## src/rtl/gpr_pkg.sv

```systemverilog
package gpr_pkg;

    // Geometry of the register file
    localparam int GPR_COUNT   = 8;
    localparam int GPR_WORD_W  = 16;
    localparam int GPR_BYTE_W  = GPR_WORD_W / 2;
    localparam int GPR_IDX_W   = $clog2(GPR_COUNT);
    localparam int SPLIT_COUNT = 4;
    localparam int SPLIT_IDX_W = $clog2(SPLIT_COUNT);
    localparam int EXT_W       = GPR_WORD_W - GPR_BYTE_W;

    // Fixed roles used by the pair-load path
    localparam int ACC_IDX  = 0;
    localparam int DATA_IDX = 2;

    typedef logic [GPR_BYTE_W-1:0] byte_t;
    typedef logic [GPR_WORD_W-1:0] word_t;
    typedef logic [GPR_IDX_W-1:0]  idx_t;
    typedef logic [SPLIT_IDX_W-1:0] split_idx_t;
    typedef logic [GPR_COUNT-1:0]  reg_mask_t;
    typedef logic [GPR_COUNT-1:0][GPR_BYTE_W-1:0] lane_bank_t;

    typedef enum logic {
        ACC_WORD = 1'b0,
        ACC_BYTE = 1'b1
    } acc_width_e;

    typedef struct packed {
        logic       en;
        idx_t       idx;
        acc_width_e width;
        word_t      data;
    } wr_req_t;

    typedef struct packed {
        logic  en;
        word_t lo_word;
        word_t hi_word;
    } pair_req_t;

    // Byte view: low index bits pick the split register
    function automatic split_idx_t byte_reg(input idx_t idx);
        return idx[SPLIT_IDX_W-1:0];
    endfunction

    // Byte view: top index bit picks the upper half
    function automatic logic byte_is_hi(input idx_t idx);
        return idx[GPR_IDX_W-1];
    endfunction

    function automatic word_t zext_byte(input byte_t b);
        return {{EXT_W{1'b0}}, b};
    endfunction

    function automatic word_t join_halves(input byte_t hi, input byte_t lo);
        return {hi, lo};
    endfunction

endpackage

```

## src/rtl/gpr_write_decode.sv

```systemverilog
module gpr_write_decode
    import gpr_pkg::*;
(
    input  logic       clk,
    input  logic       rst,
    input  wr_req_t    wr,
    input  pair_req_t  pair,
    output reg_mask_t  we_lo,
    output reg_mask_t  we_hi,
    output lane_bank_t d_lo,
    output lane_bank_t d_hi
);

    for (genvar g = 0; g < GPR_COUNT; g++) begin : g_reg
        localparam idx_t MY_IDX = idx_t'(g);

        logic  word_hit;
        logic  byte_lo_hit;
        logic  byte_hi_hit;
        logic  pair_hit;
        word_t pair_word;

        assign word_hit = wr.en && (wr.width == ACC_WORD) && (wr.idx == MY_IDX);

        if (g < SPLIT_COUNT) begin : g_split
            localparam split_idx_t MY_SPLIT = split_idx_t'(g);
            logic byte_sel;
            assign byte_sel    = wr.en && (wr.width == ACC_BYTE)
                                 && (byte_reg(wr.idx) == MY_SPLIT);
            assign byte_lo_hit = byte_sel && !byte_is_hi(wr.idx);
            assign byte_hi_hit = byte_sel &&  byte_is_hi(wr.idx);
        end else begin : g_plain
            assign byte_lo_hit = 1'b0;
            assign byte_hi_hit = 1'b0;
        end

        if (g == ACC_IDX) begin : g_pair_lo
            assign pair_hit  = pair.en;
            assign pair_word = pair.lo_word;
        end else if (g == DATA_IDX) begin : g_pair_hi
            assign pair_hit  = pair.en;
            assign pair_word = pair.hi_word;
        end else begin : g_no_pair
            assign pair_hit  = 1'b0;
            assign pair_word = '0;
        end

        // Pair load takes both lanes and wins over the single port
        always_comb begin
            we_lo[g] = pair_hit || word_hit || byte_lo_hit;
            we_hi[g] = pair_hit || word_hit || byte_hi_hit;
            if (pair_hit) begin
                d_lo[g] = pair_word[GPR_BYTE_W-1:0];
                d_hi[g] = pair_word[GPR_WORD_W-1:GPR_BYTE_W];
            end else if (word_hit) begin
                d_lo[g] = wr.data[GPR_BYTE_W-1:0];
                d_hi[g] = wr.data[GPR_WORD_W-1:GPR_BYTE_W];
            end else begin
                d_lo[g] = wr.data[GPR_BYTE_W-1:0];
                d_hi[g] = wr.data[GPR_BYTE_W-1:0];
            end
        end
    end

    // A lone byte write must open exactly one lane of the whole file
    assert_single_lane_R4: assert property (@(posedge clk) disable iff (rst)
        (wr.en && wr.width == ACC_BYTE && !pair.en) |-> ($countones({we_hi, we_lo}) == 1));

    // A lone word write opens both lanes of exactly one register
    assert_word_one_reg_R10: assert property (@(posedge clk) disable iff (rst)
        (wr.en && wr.width == ACC_WORD && !pair.en) |-> ($countones({we_hi, we_lo}) == 2 && we_hi == we_lo));

endmodule

```

## src/rtl/gpr_store.sv

```systemverilog
module gpr_store
    import gpr_pkg::*;
(
    input  logic       clk,
    input  logic       rst,
    input  reg_mask_t  we_lo,
    input  reg_mask_t  we_hi,
    input  lane_bank_t d_lo,
    input  lane_bank_t d_hi,
    output lane_bank_t q_lo,
    output lane_bank_t q_hi,
    output lane_bank_t nxt_lo,
    output lane_bank_t nxt_hi
);

    for (genvar g = 0; g < GPR_COUNT; g++) begin : g_lane
        // Next-state view doubles as the write-through path
        assign nxt_lo[g] = we_lo[g] ? d_lo[g] : q_lo[g];
        assign nxt_hi[g] = we_hi[g] ? d_hi[g] : q_hi[g];

        always_ff @(posedge clk) begin
            if (rst) begin
                q_lo[g] <= '0;
                q_hi[g] <= '0;
            end else begin
                q_lo[g] <= nxt_lo[g];
                q_hi[g] <= nxt_hi[g];
            end
        end

        assert_hold_lo_R4: assert property (@(posedge clk) disable iff (rst)
            !we_lo[g] |=> $stable(q_lo[g]));
        assert_hold_hi_R4: assert property (@(posedge clk) disable iff (rst)
            !we_hi[g] |=> $stable(q_hi[g]));
    end

    logic rst_d;
    always_ff @(posedge clk) begin
        rst_d <= rst;
        if (rst_d === 1'b1 && !rst) begin
            assert_reset_zero_R1: assert (q_lo == '0 && q_hi == '0);
        end
    end

endmodule

```

## src/rtl/gpr_read_port.sv

```systemverilog
module gpr_read_port
    import gpr_pkg::*;
(
    input  logic       clk,
    input  logic       rst,
    input  idx_t       idx,
    input  acc_width_e width,
    input  lane_bank_t lo,
    input  lane_bank_t hi,
    output word_t      data
);

    split_idx_t sreg;
    byte_t      sel_byte;

    always_comb begin
        sreg     = byte_reg(idx);
        sel_byte = byte_is_hi(idx) ? hi[sreg] : lo[sreg];
        if (width == ACC_WORD) begin
            data = join_halves(hi[idx], lo[idx]);
        end else begin
            data = zext_byte(sel_byte);
        end
    end

    assert_zext_R5: assert property (@(posedge clk) disable iff (rst)
        (width == ACC_BYTE) |-> (data[GPR_WORD_W-1:GPR_BYTE_W] == '0));

endmodule

```

## src/rtl/gpr_file.sv

```systemverilog
module gpr_file
    import gpr_pkg::*;
(
    input  logic        clk,
    input  logic        rst,
    input  logic        wr_en,
    input  logic [2:0]  wr_idx,
    input  logic        wr_byte,
    input  logic [15:0] wr_data,
    input  logic        dw_en,
    input  logic [15:0] dw_lo,
    input  logic [15:0] dw_hi,
    input  logic [2:0]  ra_idx,
    input  logic        ra_byte,
    output logic [15:0] ra_data,
    input  logic [2:0]  rb_idx,
    input  logic        rb_byte,
    output logic [15:0] rb_data
);

    localparam int RD_PORTS = 2;

    wr_req_t    wr;
    pair_req_t  pair;
    reg_mask_t  we_lo, we_hi;
    lane_bank_t d_lo, d_hi;
    lane_bank_t q_lo, q_hi;
    lane_bank_t nxt_lo, nxt_hi;

    idx_t       rd_idx   [RD_PORTS];
    acc_width_e rd_width [RD_PORTS];
    word_t      rd_data  [RD_PORTS];

    assign wr.en    = wr_en;
    assign wr.idx   = wr_idx;
    assign wr.width = acc_width_e'(wr_byte);
    assign wr.data  = wr_data;

    assign pair.en      = dw_en;
    assign pair.lo_word = dw_lo;
    assign pair.hi_word = dw_hi;

    assign rd_idx[0]   = ra_idx;
    assign rd_width[0] = acc_width_e'(ra_byte);
    assign rd_idx[1]   = rb_idx;
    assign rd_width[1] = acc_width_e'(rb_byte);
    assign ra_data     = rd_data[0];
    assign rb_data     = rd_data[1];

    gpr_write_decode i_decode (
        .clk   (clk),
        .rst   (rst),
        .wr    (wr),
        .pair  (pair),
        .we_lo (we_lo),
        .we_hi (we_hi),
        .d_lo  (d_lo),
        .d_hi  (d_hi)
    );

    gpr_store i_store (
        .clk    (clk),
        .rst    (rst),
        .we_lo  (we_lo),
        .we_hi  (we_hi),
        .d_lo   (d_lo),
        .d_hi   (d_hi),
        .q_lo   (q_lo),
        .q_hi   (q_hi),
        .nxt_lo (nxt_lo),
        .nxt_hi (nxt_hi)
    );

    for (genvar p = 0; p < RD_PORTS; p++) begin : g_rd
        gpr_read_port i_port (
            .clk   (clk),
            .rst   (rst),
            .idx   (rd_idx[p]),
            .width (rd_width[p]),
            .lo    (nxt_lo),
            .hi    (nxt_hi),
            .data  (rd_data[p])
        );
    end

    // Pair load lands in both target registers on one edge, whatever else is written
    assert_pair_load_R8: assert property (@(posedge clk) disable iff (rst)
        dw_en |=> ({q_hi[ACC_IDX], q_lo[ACC_IDX]} == $past(dw_lo)
                   && {q_hi[DATA_IDX], q_lo[DATA_IDX]} == $past(dw_hi)));

    // With no write in flight, a word read shows the stored register
    assert_plain_read_R2: assert property (@(posedge clk) disable iff (rst)
        (!wr_en && !dw_en && !ra_byte) |-> (ra_data == {q_hi[ra_idx], q_lo[ra_idx]}));

endmodule

```

## config.mk

```make
export PLATFORM = sky130hd
export DESIGN_NAME = gpr_file
export DESIGN_NICKNAME = d
export VERILOG_FILES = /design/src/rtl/gpr_pkg.sv /design/src/rtl/gpr_write_decode.sv /design/src/rtl/gpr_store.sv /design/src/rtl/gpr_read_port.sv /design/src/rtl/gpr_file.sv
export SDC_FILE = /design/constraint.sdc
export NUM_CORES = 1
export LEC_CHECK = 0
export CORE_MARGIN = 2
export CORE_UTILIZATION = 27
export DETAILED_ROUTE_END_ITERATION = 16
export PLACE_DENSITY = 0.48
export RECOVER_POWER = 25
export SYNTH_ARGS = -nofsm -noshare
export SYNTH_HDL_FRONTEND = slang
export SYNTH_HIERARCHICAL = 1
export SYNTH_SLANG_ARGS = --single-unit
```

## constraint.sdc

```tcl
create_clock -name clk -period 8.3 [get_ports clk]
set_clock_uncertainty 0.1 [all_clocks]
set_input_delay 2.49 -clock clk [delete_from_list [all_inputs] [get_ports clk]]
set_output_delay 2.49 -clock clk [all_outputs]
set_load 0.02 [all_outputs]
```

==> results_dict.tcl, run 1 <==
set metrics [dict create \
    layout_commonest_cell "nor2b_1" \
    insertion_delay_ns 0.43 \
    synthToLayoutAreaGrowth_pct 20.3 \
    required_ns 5.71 \
    ant_nets 0 \
    cts_tree "yes" \
    dr.pass1.iters 5 \
    syn_nets 970 \
    die_area_um2 38900 \
    clockBufferDepth 2 \
    synth_seq_area_share_pct 25.4 \
    min_period_ns 8.29 \
    start_kind "primary input" \
    finalMaxSlewViolations 0 \
    max-slew-margin-rel_pct 26.4 \
    drcViolationCount 0 \
    routed_wl_mm 33.4 \
    grt_pass1_wl_mm 49.3 \
    utilization_pct 33.0 \
    ys_warn_count 6 \
    grt-ovfl-total 0 \
    regArea_um2 2560 \
    hold_path_class "register to register" \
    worst-path-max-fanout 10 \
    finalCritPeriodShare_pct 99.9 \
    critPathCaptureType "primary output" \
    grt_max_degree 100 \
    core.rowCount 70 \
    run_status "finished, final reports clean" \
    track_usage_pct 17.4 \
    instances_no_fill 1461 \
    placed_area_um2 11500 \
    hold-worst-slack_ns 0.495 \
    path_class "primary input to primary output" \
    syn-cell-area_um2 10100 \
    finalHoldViolations 0 \
    initial_core_util_pct 27.5 \
    via_count 7156 \
    final_cell_mix "nor2b_1, dfxtp_1, mux2_4" \
    clk_pin_slew_ns 0.06 \
    cpMaxStageDelayCell "clkdlybuf4s50_1" \
    ctsHoldBuffers 0 \
    synth_cell_types 33 \
    syn_inst 906 \
    cap_viol_max_count 0 \
    diodes 0 \
    crit_chain "clkdlybuf4s50_1, nand3b_2, nor2_4, buf_4, mux2_2, mux2_4, mux2i_1, mux4_2, nor2_1, clkdlybuf4s50_1" \
    nNetsFinal 1044 \
    ys_ff_latch 128 \
    gp_congestion 0.922 \
    tightest_slew_ns 1.10 \
    design.core.area_um2 36700 \
    synth_top_area_share_pct 25.4 \
    fillCellCount 3698 \
    synth_area_leaders "dfxtp_1, mux2_4, mux2i_1" \
    fmax_mhz 121 \
    setup_viol 0 \
    arrival_ns 5.70 \
    syn_avg_cell_area_um2 11.1 \
    grt_pass1_vias 7254 \
    drive_gt1_share_pct 36.4 \
    clock_sink_count 128 \
    port_buffers 95 \
    pwr_density_cell_nw_per_um2 163 \
    critPathMostFrequentCell "clkdlybuf4s50_1" \
    dpl.cell_count 1429 \
    wl_per_cell_um 22.9 \
    cts_buffers 17 \
    htreeDepth 4 \
    multi_input_area_um2 6490 \
    pin_count 96 \
    root_buffer "clkbuf_16" \
    p_leak_uw 0.00492 \
    drt_first_iter_violations 586 \
    post-dp-hpwl_mm 25.1 \
    vias_per_cell 4.90 \
    die_x_um 197 \
    design_area_um2 12100 \
    rsz0062_at_grt "yes" \
    die_h_um 197 \
    antenna_found_initial 0 \
    synth_top_area_cell "dfxtp_1" \
    irDropWorstVdd_mv 0.147 \
    slowest_delay_ns 0.58 \
]
## routing by layer
| layer | wire [um] | share of wire, % | global-route usage, % | vias up |
|---|---|---|---|---|
| li1 | - | - | - | 3313 |
| met1 | 15600 | 47 | 23.8 | 3574 |
| met2 | 15200 | 45 | 27.4 | 235 |
| met3 | 1860 | 5.6 | 3.79 | 34 |
| met4 | 797 | 2.4 | 5.46 | 0 |
| met5 | 0 | 0 | 0 | - |
## power breakdown
group,switching (uW),total (uW),internal (uW)
logic,223,440,217
registers,4.77,638,633
clock network,312,895,582
total,540,1970,1430
## final timing paths
check             slack, ns        startpoint                to  depth (start not counted)
setup / recovery       0.01           wr_byte       rb_data[13]                         10
hold / removal         0.49   i_store/q_lo[9]   i_store/q_lo[9]                          2
setup reg to reg       7.25  i_store/q_hi[54]  i_store/q_hi[54]                          3
hold reg to reg        0.49   i_store/q_lo[9]   i_store/q_lo[9]                          2
## kinds of logic after synthesis
logic type | count (synthesis) | synth area share, %
xor+xnor | 1 | 0.0870
compound gates | 100 | 6.66
buf+inv | 128 | 9.62
simple gates | 245 | 17.1
mux | 304 | 41.1
flops | 128 | 25.4
## flip-flops by register name (all words and copies together), names as in the netlist
| signal | flops |
|---|---|
| i_store/q_hi | 64 |
| i_store/q_lo | 64 |
## Yosys cell counts
cell type / number
clkbuf_2: 2
buf_12: 4
a31o_1: 16
buf_2: 19
mux4_2: 32
a21o_1: 2
mux2_4: 128
nor2_4: 4
nor2b_1: 132
nor2b_4: 36
nand3b_2: 1
a21oi_1: 16
nand2b_1: 11
nand2_1: 34
xnor2_1: 1
mux2i_1: 96
or2_2: 1
buf_4: 64
buf_1: 2
nor2_8: 1
nor2_1: 21
or3b_1: 1
mux2_2: 48
a31oi_1: 16
buf_6: 20
a22oi_1: 32
dfxtp_1: 128
clkbuf_4: 2
o21bai_1: 2
o21ai_0: 16
clkbuf_1: 15
and2_1: 2
nor3b_4: 1
## what timing repair did
action,4_1_cts,5_1_grt
gates resized for setup,2,10
pin swaps,0,0
endpoints found under the setup margin,2,27
setup buffers,0,0
## worst max-delay path, delay by kind of cell
kind	cells	cell delay, ns
buf+inv	3	1.30
mux	4	1.22
simple gates	3	0.69
## through the flow
step                power, uW  TNS, ns  worst slack (ns)
detailed placement       1090  -0.0110          -0.00778
global route             2040   -0.697           -0.0716
global placement         1090  -0.0606           -0.0280
finish                   1970        0            0.0109
floorplan                 939        0              1.35
CTS                      1990        0           0.00220
## layout make-up
| class | count | area share, % |
|---|---|---|
| tap | 468 | 4.83 |
| timing repair buffer | 183 | 14.7 |
| multi-input combinational | 650 | 53.6 |
| clock inverter | 12 | 1.90 |
| sequential | 128 | 21.1 |
| clock buffer | 20 | 3.77 |
Power figures use the tool's default switching activity.
==> run 2: changes to the inputs <==
--- a/config.mk
+++ b/config.mk
@@ -10,6 +10,7 @@
 export DETAILED_ROUTE_END_ITERATION = 16
 export PLACE_DENSITY = 0.48
 export RECOVER_POWER = 25
+export SLEW_MARGIN = 40
 export SYNTH_ARGS = -nofsm -noshare
 export SYNTH_HDL_FRONTEND = slang
 export SYNTH_HIERARCHICAL = 1
==> results_dict.tcl, run 2 (synthesis gave the netlist of run 1 again) <==
set metrics [dict create \
    finalHoldViolations 0 \
    irDropWorstVdd_mv 0.154 \
    cts_tree "yes" \
    fillCellCount 3684 \
    cap_viol_max_count 0 \
    diodes 0 \
    tns_ns 0 \
    utilization_pct 32.9 \
    p_sw_share_pct 28.5 \
    start_kind "primary input" \
    finalMaxSlewViolations 0 \
    dpl.cell_count 1430 \
    initial_core_util_pct 27.5 \
    arrival_ns 5.70 \
    power_frac_clock_pct 40.8 \
    max-slew-margin-rel_pct 40.1 \
    post-dp-hpwl_mm 25.1 \
    p_switching_uw 521 \
    rsz0062_at_grt "yes" \
    gp_congestion 0.922 \
    pwr_density_cell_nw_per_um2 151 \
    rrSetupSlack_ns 7.27 \
    design.core.area_um2 36700 \
    clock_sink_count 128 \
    tightest_slew_ns 0.896 \
    p_seq_share_pct 34.9 \
    reg2reg_depth 3 \
    hold_path_class "register to register" \
    ctsHoldBuffers 0 \
    dr.pass1.iters 6 \
    drive_gt1_share_pct 37.6 \
    die_x_um 197 \
    finalCritPeriodShare_pct 99.9 \
    grt_pass1_wl_mm 48.7 \
    via_count 7052 \
    required_ns 5.71 \
    synthToLayoutAreaGrowth_pct 20.0 \
    vias_per_cell 4.83 \
    p_int_uw 1310 \
    antenna_found_initial 0 \
    routed_wl_mm 33.3 \
    grt_max_degree 60 \
    met1_usage_pct 23.3 \
    r2r-end "i_store/q_hi[54]" \
    drt_first_iter_violations 475 \
    cts_buffers 17 \
    multi_input_area_um2 6530 \
    fmax_mhz 121 \
    p_leak_uw 0.00498 \
    reg_top3 "i_store/q_hi (64), i_store/q_lo (64)" \
    grtUsageMet2_pct 27.2 \
    htreeDepth 4 \
    clockBufferDepth 2 \
    worst-path-max-fanout 13 \
    nNetsFinal 1045 \
    cp-startpoint "wr_byte" \
    instances_no_fill 1460 \
    port_buffers 95 \
    root_buffer "clkbuf_16" \
    drcViolationCount 0 \
    pin_count 96 \
    insertion_delay_ns 0.42 \
    grt-busiest-layer "met2" \
    core.rowCount 70 \
    run_status "finished, final reports clean" \
    timing.rr.start "i_store/q_hi[54]" \
    die_area_um2 38900 \
    path_class "primary input to primary output" \
    grt_pass1_vias 7203 \
    min_period_ns 8.29 \
    grt-ovfl-total 0 \
    setup_viol 0 \
    combPwrFrac_pct 24.3 \
    wl_per_cell_um 22.8 \
    use_met3_pct 4.58 \
    ant_nets 0 \
    crit_end "rb_data[11]" \
    layout_commonest_cell "nor2b_1" \
    regArea_um2 2560 \
    track_usage_pct 17.3 \
    final_cell_mix "nor2b_1, dfxtp_1, mux2_4" \
    critPathCaptureType "primary output" \
    clk_pin_slew_ns 0.05 \
    die_h_um 197 \
]
==> run 2: worst max-delay path, stage by stage <==
cell and delay, ns:
clkdlybuf4s50_1 0.45, nand3b_2 0.38, nor2_4 0.20, buf_12 0.18
buf_4 0.20, mux2_2 0.35, mux2_4 0.28, mux2i_1 0.21
mux4_2 0.32, nor2_1 0.06, clkdlybuf4s50_1 0.59
==> run 2: power groups by stage <==
stage | Combinational, uW | Clock, uW | Sequential (uW)
after floorplan | 288 | 0 | 650
after global placement | 443 | 0 | 651
after detailed placement | 444 | 0 | 652
after CTS | 446 | 762 | 638
after global routing | 468 | 787 | 640
final | 444 | 746 | 638
==> run 2: worst min-delay path by stage <==
| stage | endpoint | cells past startpoint | slack (ns) | start |
|---|---|---|---|---|
| 2_1_floorplan | i_store/q_lo[24] | 2 | 0.46 | i_store/q_lo[24] |
| 3_3_place_gp | i_store/q_lo[9] | 2 | 0.47 | i_store/q_lo[9] |
| 3_5_place_dp | i_store/q_lo[25] | 2 | 0.48 | i_store/q_lo[25] |
| 4_1_cts | i_store/q_lo[10] | 2 | 0.49 | i_store/q_lo[10] |
| 5_1_grt | i_store/q_lo[48] | 2 | 0.51 | i_store/q_lo[48] |
| 6_report | i_store/q_lo[31] | 2 | 0.49 | i_store/q_lo[31] |
==> run 2: stage by stage <==
| step | power [uW] | hold slack, ns | cell area [um^2] | setup WS [ns] |
|---|---|---|---|---|
| 2_1_floorplan | 939 | 0.458 | 10100 | 1.35 |
| 3_3_place_gp | 1090 | 0.472 | 11500 | -0.0280 |
| 3_5_place_dp | 1100 | 0.479 | 11500 | 0.0163 |
| 4_1_cts | 1850 | 0.494 | 12100 | 0.00599 |
| 5_1_grt | 1890 | 0.509 | 12100 | -0.0813 |
| 6_report | 1830 | 0.493 | 12100 | 0.00528 |
==> run 2: final cells by class <==
| type | instances | area share, % |
|---|---|---|
| tap | 468 | 4.84 |
| multi-input combinational | 650 | 54.0 |
| clock inverter | 10 | 0.942 |
| sequential | 128 | 21.2 |
| timing repair buffer | 184 | 15.2 |
| clock buffer | 20 | 3.78 |
==> run 2: layer usage <==
layer  share of wire (%)  up-vias  routed length [um]
met4                 1.8        0                 603
met3                 5.6       26                1880
met5                   0        -                   0
met1                  47     3519               15600
met2                  46      197               15100
li1                    -     3310                   -
==> run 2: repair_timing <==
| item | in CTS | in global routing |
|---|---|---|
| setup endpoints to repair | 1 | 26 |
| resized for setup | 1 | 16 |
| buffers inserted | 0 | 0 |
| cloned | 0 | 0 |
==> run 3: changes to the inputs <==
--- a/config.mk
+++ b/config.mk
@@ -10,6 +10,7 @@
 export DETAILED_ROUTE_END_ITERATION = 16
 export PLACE_DENSITY = 0.48
 export RECOVER_POWER = 25
+export SKIP_LAST_GASP = 1
 export SLEW_MARGIN = 40
 export SYNTH_ARGS = -nofsm -noshare
 export SYNTH_HDL_FRONTEND = slang
==> results_dict.tcl, run 3 (synthesis gave the netlist of run 1 again) <==
set metrics [dict create \
    crit_chain "clkdlybuf4s50_1, nand3b_2, nor2_4, buf_12, buf_4, mux2_2, mux2_4, mux2i_1, mux4_2, nor2_1, clkdlybuf4s50_1" \
    path_class "primary input to primary output" \
    grt_max_degree 60 \
    slowest_delay_ns 0.59 \
    cts_tree "yes" \
    track_usage_pct 17.3 \
    ant_nets 0 \
    root_buffer "clkbuf_16" \
    htreeDepth 4 \
    grt-ovfl-total 0 \
    hold-worst-slack_ns 0.495 \
    diodes 0 \
    dpl.cell_count 1430 \
    post_cts_buffers 0 \
    antenna_found_initial 0 \
    maxUsedRoutingLayer "met4" \
    grt_pass1_wl_mm 48.7 \
    post-dp-hpwl_mm 25.1 \
    drcViolationCount 0 \
    irDropWorstVdd_mv 0.153 \
    p_seq_share_pct 35.0 \
    min_path_cells 2 \
    rsz0062_at_grt "yes" \
    drt_first_iter_violations 476 \
    drive_gt1_share_pct 36.2 \
    tightest_slew_ns 0.873 \
    nNetsFinal 1045 \
    wl_met2_mm 15.0 \
    grt_pass1_vias 7203 \
    final_cell_mix "nor2b_1, dfxtp_1, mux2_4" \
    gp_congestion 0.922 \
    wl_met1_mm 15.6 \
    p_int_uw 1300 \
    die_area_um2 38900 \
    die_h_um 197 \
    rrSetupSlack_ns 7.27 \
    pin_count 96 \
    insertion_delay_ns 0.41 \
    pwr_density_cell_nw_per_um2 151 \
    finalMaxSlewViolations 0 \
    utilization_pct 32.8 \
    required_ns 5.71 \
    vias_per_cell 4.83 \
    critPathMostFrequentCell "clkdlybuf4s50_1" \
    via_count 7055 \
    critPathCaptureType "primary output" \
    dr_wl_met3_mm 1.86 \
    instances_no_fill 1460 \
    clk_pin_slew_ns 0.06 \
    wl_per_cell_um 22.7 \
    cts_buffers 17 \
    combPwrFrac_pct 24.1 \
    p_sw_share_pct 28.5 \
    clockBufferDepth 2 \
    hold_path_class "register to register" \
    synthToLayoutAreaGrowth_pct 19.5 \
    design.core.area_um2 36700 \
    p_switching_uw 519 \
    port_buffers 95 \
    die_x_um 197 \
    fillCellCount 3694 \
    max-slew-margin-rel_pct 41.7 \
    layout_commonest_cell "nor2b_1" \
    routed_wl_mm 33.2 \
    worst-path-max-fanout 13 \
    power_uw 1820 \
    run_status "finished, final reports clean" \
    power_frac_clock_pct 40.8 \
    cap_viol_max_count 0 \
    clock_sink_count 128 \
    fmax_mhz 121 \
    p_leak_uw 0.00493 \
    reg_top3 "i_store/q_hi (64), i_store/q_lo (64)" \
    initial_core_util_pct 27.5 \
    arrival_ns 5.70 \
    dr.pass1.iters 5 \
    crit_buf_inv 4 \
    reg2reg_depth 3 \
    finalHoldViolations 0 \
    crit_cells 11 \
    cpMaxStageDelayCell "clkdlybuf4s50_1" \
    core.rowCount 70 \
    critPathTopFamily "buffers and inverters" \
    finalCritPeriodShare_pct 99.9 \
    setup_viol 0 \
    start_kind "primary input" \
    min_period_ns 8.29 \
]
## run 3: changes by cell type in the layout (fill, tap and decap cells not counted)
cell / previous run / this run
clkdlybuf4s50_1: 78 / 79
buf_4: 76 / 74
clkbuf_1: 1 / 3
dlymetal6s2s_1: 12 / 11
nor2b_2: 1 / 0
nor2b_1: 131 / 132
mux2_1: 5 / 16
mux2_4: 123 / 112
## run 3: final timing paths
kind	startpoint	endpoint
worst min register to register	i_store/q_lo[13]	i_store/q_lo[13]
worst min-delay path	i_store/q_lo[13]	i_store/q_lo[13]
worst max-delay path	wr_byte	rb_data[11]
worst max register to register	i_store/q_hi[54]	i_store/q_hi[54]
## run 3: layout make-up
| class | count | area, um^2 | area share, % |
|---|---|---|---|
| Clock buffer | 20 | 457 | 3.79 |
| Tap cell | 468 | 586 | 4.86 |
| Clock inverter | 10 | 114 | 0.946 |
| Sequential cell | 128 | 2560 | 21.3 |
| Multi-Input combinational cell | 650 | 6490 | 53.9 |
| Timing Repair Buffer | 184 | 1830 | 15.2 |
## run 3: per-layer routing
metal / up-vias / GRT usage, %
met4: 0 / 4.71
met2: 202 / 27.2
met5: - / 0
li1: 3309 / -
met3: 28 / 4.58
met1: 3516 / 23.3
## run 3: power by group through the flow
stage / Clock [uW] / Combinational (uW) / Sequential (uW)
after CTS: 762 / 446 / 638
after global routing: 787 / 464 / 640
after floorplan: 0 / 288 / 650
after detailed placement: 0 / 444 / 652
after global placement: 0 / 443 / 651
final: 745 / 440 / 638
## run 3: per-stage QoR
step / setup slack (ns) / setup TNS, ns / area [um^2]
finish: 0.00518 / 0 / 12000
detailed placement: 0.0163 / 0 / 11500
CTS: 0.00599 / 0 / 12100
global placement: -0.0280 / -0.0606 / 11500
global route: -0.0852 / -0.928 / 12000
floorplan: 1.35 / 0 / 10100
## run 3: timing repair
item                       in CTS  in global routing
pin swaps                       0                  0
gates resized for setup         1                 15
setup endpoints to repair       1                 26
hold buffers                    0                  0
## run 3: worst register-to-register path: cells and delay by family, from the launching register on
family,cells,cell delay [ns]
multiplexers,1,0.27
flip-flops,1,0.30
buffers and inverters,1,0.14
AND/OR/NAND/NOR,1,0.11
